==> config.mk <==
export PLATFORM = sky130hd
export DESIGN_NAME = sbus_status_core
export DESIGN_NICKNAME = d
export VERILOG_FILES = /design/src/rtl/sbus_pkg.sv /design/src/rtl/sbus_rxq.sv /design/src/rtl/sbus_txq.sv /design/src/rtl/sbus_stat.sv /design/src/rtl/sbus_status_core.sv
export SDC_FILE = /design/constraint.sdc
export NUM_CORES = 1
export LEC_CHECK = 0
export ABC_AREA = 1
export BUFFER_PORTS_ARGS = -buffer_cell sky130_fd_sc_hd__clkbuf_2
export CAP_MARGIN = 10
export CORE_ASPECT_RATIO = 1.4
export CORE_MARGIN = 2
export CORE_UTILIZATION = 52
export CTS_CLUSTER_DIAMETER = 50
export DETAILED_ROUTE_END_ITERATION = 12
export GPL_TIMING_DRIVEN = 1
export PLACE_DENSITY = 0.93
export SLEW_MARGIN = 0
export SYNTH_ARGS = -nofsm -noshare
export SYNTH_HDL_FRONTEND = slang
export SYNTH_SLANG_ARGS = --single-unit
==> constraint.sdc <==
create_clock -name clk -period 1.8 [get_ports clk]
set_clock_uncertainty 0.15 [all_clocks]
set_input_delay 0.18 -clock clk [delete_from_list [all_inputs] [get_ports clk]]
set_output_delay 0.18 -clock clk [all_outputs]
set_load 0.02 [all_outputs]
==> src/rtl/sbus_pkg.sv <==
package sbus_pkg;

    localparam int BYTE_W = 8;

    // Status byte layout, MSB first; the processor decodes these positions.
    typedef struct packed {
        logic ifr;
        logic cont;
        logic busy;
        logic brk;
        logic ovun;
        logic mtx;
        logic mrx;
        logic en;
    } stat_t;

    // Set requests gathered from the queues and the symbol logic.
    typedef struct packed {
        logic ifr;
        logic cont;
        logic brk;
        logic ovun;
        logic mtx;
        logic mrx;
    } evt_t;

    function automatic stat_t merge_evt(stat_t s, evt_t e);
        stat_t o;
        o      = s;
        o.ifr  = s.ifr  | e.ifr;
        o.cont = s.cont | e.cont;
        o.brk  = s.brk  | e.brk;
        o.ovun = s.ovun | e.ovun;
        o.mtx  = s.mtx  | e.mtx;
        o.mrx  = s.mrx  | e.mrx;
        return o;
    endfunction

endpackage

==> src/rtl/sbus_rxq.sv <==
module sbus_rxq #(
    parameter int DW = sbus_pkg::BYTE_W
) (
    input  logic          clk,
    input  logic          rst,
    input  logic          push,
    input  logic [DW-1:0] push_d,
    input  logic          push_ifr,
    input  logic          pop,
    output logic          out_v,
    output logic [DW-1:0] out_d,
    output logic          ifr_acc,
    output logic          overrun
);
    logic          hold_v, spare_v, hold_v_n, spare_v_n, acc;
    logic [DW-1:0] hold_d, spare_d, hold_d_n, spare_d_n;

    always_comb begin
        hold_v_n  = hold_v;
        hold_d_n  = hold_d;
        spare_v_n = spare_v;
        spare_d_n = spare_d;
        acc       = 1'b0;
        overrun   = 1'b0;
        if (pop && hold_v) hold_v_n = 1'b0;
        if (!hold_v_n && spare_v_n) begin
            hold_v_n  = 1'b1;
            hold_d_n  = spare_d;
            spare_v_n = 1'b0;
        end
        if (push) begin
            if (!spare_v_n) begin
                spare_v_n = 1'b1;
                spare_d_n = push_d;
                acc       = 1'b1;
            end else begin
                overrun = 1'b1;
            end
        end
    end

    always_ff @(posedge clk) begin
        if (rst) begin
            hold_v  <= 1'b0;
            spare_v <= 1'b0;
            hold_d  <= '0;
            spare_d <= '0;
        end else begin
            hold_v  <= hold_v_n;
            spare_v <= spare_v_n;
            hold_d  <= hold_d_n;
            spare_d <= spare_d_n;
        end
    end

    assign out_v   = hold_v;
    assign out_d   = hold_d;
    assign ifr_acc = acc && push_ifr;

    AST_RX_KEEP_STORED: assert property (@(posedge clk) disable iff (rst)
        (push && hold_v && spare_v && !pop) |=>
            (hold_v && spare_v && hold_d == $past(hold_d) && spare_d == $past(spare_d))) else $error("rx keep");

    AST_RX_FORWARD: assert property (@(posedge clk) disable iff (rst)
        (!hold_v && spare_v) |=> (hold_v && hold_d == $past(spare_d))) else $error("rx forward");

endmodule

==> src/rtl/sbus_txq.sv <==
module sbus_txq #(
    parameter int DW = sbus_pkg::BYTE_W
) (
    input  logic          clk,
    input  logic          rst,
    input  logic          wr,
    input  logic [DW-1:0] wdata,
    input  logic          pop,
    output logic          out_v,
    output logic [DW-1:0] out_d,
    output logic          full,
    output logic          underflow
);
    logic          hold_v, spare_v, hold_v_n, spare_v_n;
    logic [DW-1:0] hold_d, spare_d, hold_d_n, spare_d_n;

    always_comb begin
        hold_v_n  = hold_v;
        hold_d_n  = hold_d;
        spare_v_n = spare_v;
        spare_d_n = spare_d;
        if (pop && hold_v) begin
            hold_v_n  = spare_v;
            hold_d_n  = spare_d;
            spare_v_n = 1'b0;
        end
        if (wr) begin
            if (!hold_v_n) begin
                hold_v_n = 1'b1;
                hold_d_n = wdata;
            end else if (!spare_v_n) begin
                spare_v_n = 1'b1;
                spare_d_n = wdata;
            end
        end
    end

    always_ff @(posedge clk) begin
        if (rst) begin
            hold_v  <= 1'b0;
            spare_v <= 1'b0;
            hold_d  <= '0;
            spare_d <= '0;
        end else begin
            hold_v  <= hold_v_n;
            spare_v <= spare_v_n;
            hold_d  <= hold_d_n;
            spare_d <= spare_d_n;
        end
    end

    assign out_v     = hold_v;
    assign out_d     = hold_d;
    assign full      = hold_v && spare_v;
    assign underflow = pop && !hold_v;

    AST_TX_FRONT_FIRST: assert property (@(posedge clk) disable iff (rst)
        !hold_v |-> !spare_v) else $error("tx order");

    AST_TX_DROP_WHEN_FULL: assert property (@(posedge clk) disable iff (rst)
        (wr && hold_v && spare_v && !pop) |=>
            (hold_d == $past(hold_d) && spare_d == $past(spare_d))) else $error("tx drop");

endmodule

==> src/rtl/sbus_stat.sv <==
module sbus_stat
    import sbus_pkg::*;
(
    input  logic       clk,
    input  logic       rst,
    input  logic       rd,
    input  logic       wr,
    input  logic [7:0] wdata,
    input  evt_t       evt,
    input  logic       busy,
    output stat_t      cur
);
    stat_t r, base, nxt;

    always_comb begin
        base = r;
        if (rd) base = '0;
        if (wr) base = stat_t'(wdata);
        base.busy = 1'b0;
        nxt = merge_evt(base, evt);
    end

    always_ff @(posedge clk) begin
        if (rst) r <= '0;
        else     r <= nxt;
    end

    always_comb begin
        cur      = r;
        cur.busy = busy;
    end

    AST_SET_BEATS_CLEAR: assert property (@(posedge clk) disable iff (rst)
        (rd && evt.brk) |=> cur.brk) else $error("set wins");

    AST_READ_CLEARS: assert property (@(posedge clk) disable iff (rst)
        (rd && !wr && evt == '0) |=> ({cur.ifr, cur.cont, cur.brk, cur.ovun, cur.mtx, cur.mrx, cur.en} == 7'd0)) else $error("read clear");

    AST_FAULT_STICKS: assert property (@(posedge clk) disable iff (rst)
        evt.ovun |=> cur.ovun) else $error("ovun flag");

    AST_CONT_STICKS: assert property (@(posedge clk) disable iff (rst)
        (cur.cont && !rd && !wr) |=> cur.cont) else $error("cont sticky");

endmodule

==> src/rtl/sbus_status_core.sv <==
module sbus_status_core #(
    parameter int DATA_W = sbus_pkg::BYTE_W
) (
    input  logic              clk,
    input  logic              rst,
    input  logic              bus_busy,
    input  logic              rx_push,
    input  logic [DATA_W-1:0] rx_push_data,
    input  logic              rx_push_ifr,
    input  logic              arb_lost,
    input  logic              brk_seen,
    input  logic              msg_tx_done,
    input  logic              msg_rx_done,
    input  logic              tx_pop,
    output logic [DATA_W-1:0] tx_byte,
    output logic              tx_byte_vld,
    input  logic              stat_rd,
    input  logic              stat_wr,
    input  logic [7:0]        stat_wdata,
    output logic [7:0]        stat_rdata,
    output logic              tx_en,
    input  logic              rx_rd,
    output logic [DATA_W-1:0] rx_data,
    output logic              rx_avail,
    input  logic              tx_wr,
    input  logic [DATA_W-1:0] tx_wdata,
    output logic              tx_full
);
    import sbus_pkg::*;

    logic  rx_ovr, rx_ifr, tx_udf;
    evt_t  evt;
    stat_t cur;

    sbus_rxq #(.DW(DATA_W)) u_rxq (
        .clk(clk), .rst(rst),
        .push(rx_push), .push_d(rx_push_data), .push_ifr(rx_push_ifr),
        .pop(rx_rd), .out_v(rx_avail), .out_d(rx_data),
        .ifr_acc(rx_ifr), .overrun(rx_ovr)
    );

    sbus_txq #(.DW(DATA_W)) u_txq (
        .clk(clk), .rst(rst),
        .wr(tx_wr), .wdata(tx_wdata), .pop(tx_pop),
        .out_v(tx_byte_vld), .out_d(tx_byte),
        .full(tx_full), .underflow(tx_udf)
    );

    always_comb begin
        evt.ifr  = rx_ifr;
        evt.cont = arb_lost;
        evt.brk  = brk_seen;
        evt.ovun = rx_ovr | tx_udf;
        evt.mtx  = msg_tx_done;
        evt.mrx  = msg_rx_done;
    end

    sbus_stat u_stat (
        .clk(clk), .rst(rst),
        .rd(stat_rd), .wr(stat_wr), .wdata(stat_wdata),
        .evt(evt), .busy(bus_busy), .cur(cur)
    );

    assign stat_rdata = cur;
    assign tx_en      = cur.en;

    AST_UNDERFLOW_FLAGS: assert property (@(posedge clk) disable iff (rst)
        (tx_pop && !tx_byte_vld) |=> stat_rdata[3]) else $error("underflow");

endmodule

==> qor.yml <==
clock_tree:
  numCtsBuffers: 5
  cts-root-buf: "clkbuf_8"
  clk_pin_slew_worst_paths_ps: 70
  cts_buffer_depth: 2
  postCtsSetupRepairBufs: 0
  cts_tree: "done"
  htreeDepth: 2
  cts.sinks: 43
  clk_latency_ps: 290
grt:
  grt.overflow.total: 0
  grt_max_degree: 18
  antenna_found_initial: 0
  grt_use_total_pct: 22.1
  grt_pass1_vias: 1578
  grt_pass1_wl_um: 6380
worst_setup_path:
  start_kind: "input port"
  required_ps: 1820
  critPathArrivalTime_ps: 1540
  rrSetupSlack_ps: 310
  r2r_end: "u_txq.spare_d[1]$_SDFFE_PP0P_"
  crit_path_end_kind: "flop"
  r2r-start: "u_txq.out_v$_SDFF_PP0_"
  critPathCapture: "u_stat.cur[1]$_SDFF_PP0_"
  crit_start: "msg_rx_done"
  path_class: "input port to flop"
  path_max_fanout: 1
  reg2reg_depth: 5
sta:
  slew_headroom_pct: 74.6
  slew_viol_final: 0
  period_share_pct: 84.4
  fmax_ghz: 0.658
  worstMarginPinSlew_ps: 380
  setup_viol: 0
  min_period_ps: 1520
  tns_ps: 0
  rsz0062_at_grt: "false"
  report.final.hold_viol_count: 0
  holdWs_ps: 13.4
drt:
  vias_per_cell: 4.84
  drc: 0
  wl_um: 3960
  post_drt_wl_per_cell_um: 10.9
  num_vias: 1763
  final_antenna_net_count: 0
  first_iter_violations: 51
  dr.pass1.iters: 4
placed_design:
  hpwl_um: 2880
  place.gp.congestion: 0.724
  portBuffers: 62
final_layout:
  layout.nets: 361
  num_antenna_cells: 0
  syn2layout_area_growth_pct: 32.2
  drive_gt1_share_pct: 25.3
hold_path:
  hp-class: "input port to flop"
  min_path_cells: 3
yosys:
  ys_top_cells_by_area: "dfxtp_1 49%, nor2_1 14%, nand2_1 8.7%"
  synth.avg_cell_area_um2: 7.20
  syn_area_um2: 1760
  synthesis.nets: 283
  syn-instance-count: 245
  seq_area_frac_synth_pct: 48.8
  yosysTopAreaCell: "dfxtp_1"
  ys_ff_latch: 43
  ys_warn_count: 0
  synth_top_area_share_pct: 48.8
  ys_types: 19
floorplanning:
  fp-row-count: 25
  start_util_pct: 53.2
  die_w_um: 53.2
  dieHeight_um: 72.9
  pin_count: 66
  die_area_um2: 3880
  coreArea_um2: 3320
power_and_ir_drop:
  peakVddDrop_v: 0.000613
  p_clk_share_pct: 29.1
  p_leak_uw: 0.00118
  p_switching_uw: 547
  pwr-share-comb_pct: 17.7
  powerDensity_nw_per_um2: 847
  power.share.sequential_pct: 53.2
  intPower_uw: 1430
  swShare_pct: 27.7
flow_run:
  drv_cap: 0
outcome:
  run_status: "finished clean"
[flip-flops by register name, indices dropped and copies added (netlist names)]
register and cells:
u_rxq.out_d 8, u_rxq.out_v 1, u_rxq.spare_d 8, u_rxq.spare_v 1, u_stat.cur 7, u_txq.out_d 8
u_txq.out_v 1, u_txq.spare_d 8, u_txq.spare_v 1
[Yosys cell counts]
master and instances:
buf_4 4, nor2_1 64, clkinv_2 1, nand4_1 1, inv_1 17, nor2_2 1
nor2_4 1, nand3_1 17, dfxtp_1 43, clkbuf_1 5, inv_2 2, a22oi_1 1
clkinv_1 1, nand2_2 3, a21oi_1 16, nand2_4 3, o21ai_0 23, nand2_1 41
a21oi_4 1
[per-layer routing]
metal / track usage, % / up-vias / routed length, µm
li1: - / 930 / -
met4: 9.97 / 0 / 36
met2: 40.9 / 60 / 2250
met3: 6.35 / 2 / 194
met5: 0 / - / 0
met1: 21.9 / 771 / 1480
[final cells by class]
| class | instances | area [µm²] |
|---|---|---|
| timing repair buffer | 80 | 485 |
| multi-input combinational | 172 | 774 |
| fill | 296 | 983 |
| inverter | 21 | 80.1 |
| clock buffer | 7 | 76.3 |
| clock inverter | 1 | 5.00 |
| tap | 40 | 50.0 |
| sequential | 43 | 861 |
[power by group through the flow]
stage	registers (µW)	clock network [µW]	logic [µW]
finish	1050	575	349
global route	1060	646	388
CTS	1050	596	351
detailed placement	1070	0	322
global placement	1070	0	313
floorplan	1120	0	164
[placed cells by master (no fill, tap or decap)]
cell type      instances
a21oi_4                1
nor2_1                64
a21oi_1               16
nand3_1               17
clkinv_2               2
nor2_4                 1
buf_4                  2
dfxtp_1               43
clkinv_1               1
inv_2                  2
clkbuf_1               2
nand4_1                1
dlygate4sd3_1         16
clkbuf_8               5
a22oi_1                1
nand2_1               41
nor2_2                 1
o21ai_0               23
inv_1                 17
nand2_4                3
clkbuf_2              62
nand2_2                3
[worst max-delay path, cell delays in order]
cell and delay, ps:
dlygate4sd3_1 540, clkbuf_2 100, a21oi_1 100, dlygate4sd3_1 560
a21oi_1 60
[worst min path at each step]
stage	startpoint	to	slack [ps]
2_1_floorplan	rst	u_stat.cur[0]$_SDFFE_PP0P_	100
3_3_place_gp	bus_busy	stat_rdata[5]	210
3_5_place_dp	bus_busy	stat_rdata[5]	210
4_1_cts	stat_wdata[6]	u_stat.cur[6]$_SDFF_PP0_	2
5_1_grt	tx_wdata[3]	u_txq.out_d[3]$_SDFF_PP0_	10
6_report	stat_wdata[6]	u_stat.cur[6]$_SDFF_PP0_	10
[kinds of logic (layout without fill, tap and decap cells)]
group,count (synthesis),count (layout),synth area share [%]
AO/OA/AOI/OAI,41,41,12.4
buffers and inverters,30,109,7.30
flip-flops,43,43,48.8
AND/OR/NAND/NOR,131,131,31.5
[timing repair]
item | in CTS | in global routing
hold endpoints to repair | 15 | 0
resized for setup | 0 | 0
hold buffers | 16 | 0
[per-stage QoR]
step | cell area, µm² | worst slack (ps) | power (µW) | util [%] | instances
2_1_floorplan | 1760 | 426 | 1280 | - | 245
3_3_place_gp | 2090 | 372 | 1380 | 63.1 | 340
3_5_place_dp | 2090 | 357 | 1400 | 63.1 | 340
4_1_cts | 2330 | 287 | 2000 | 70.3 | 364
5_1_grt | 2330 | 174 | 2090 | 70.3 | 364
6_report | 2330 | 280 | 1980 | 70.3 | 364
No activity file was read; power rests on OpenSTA's default activity.
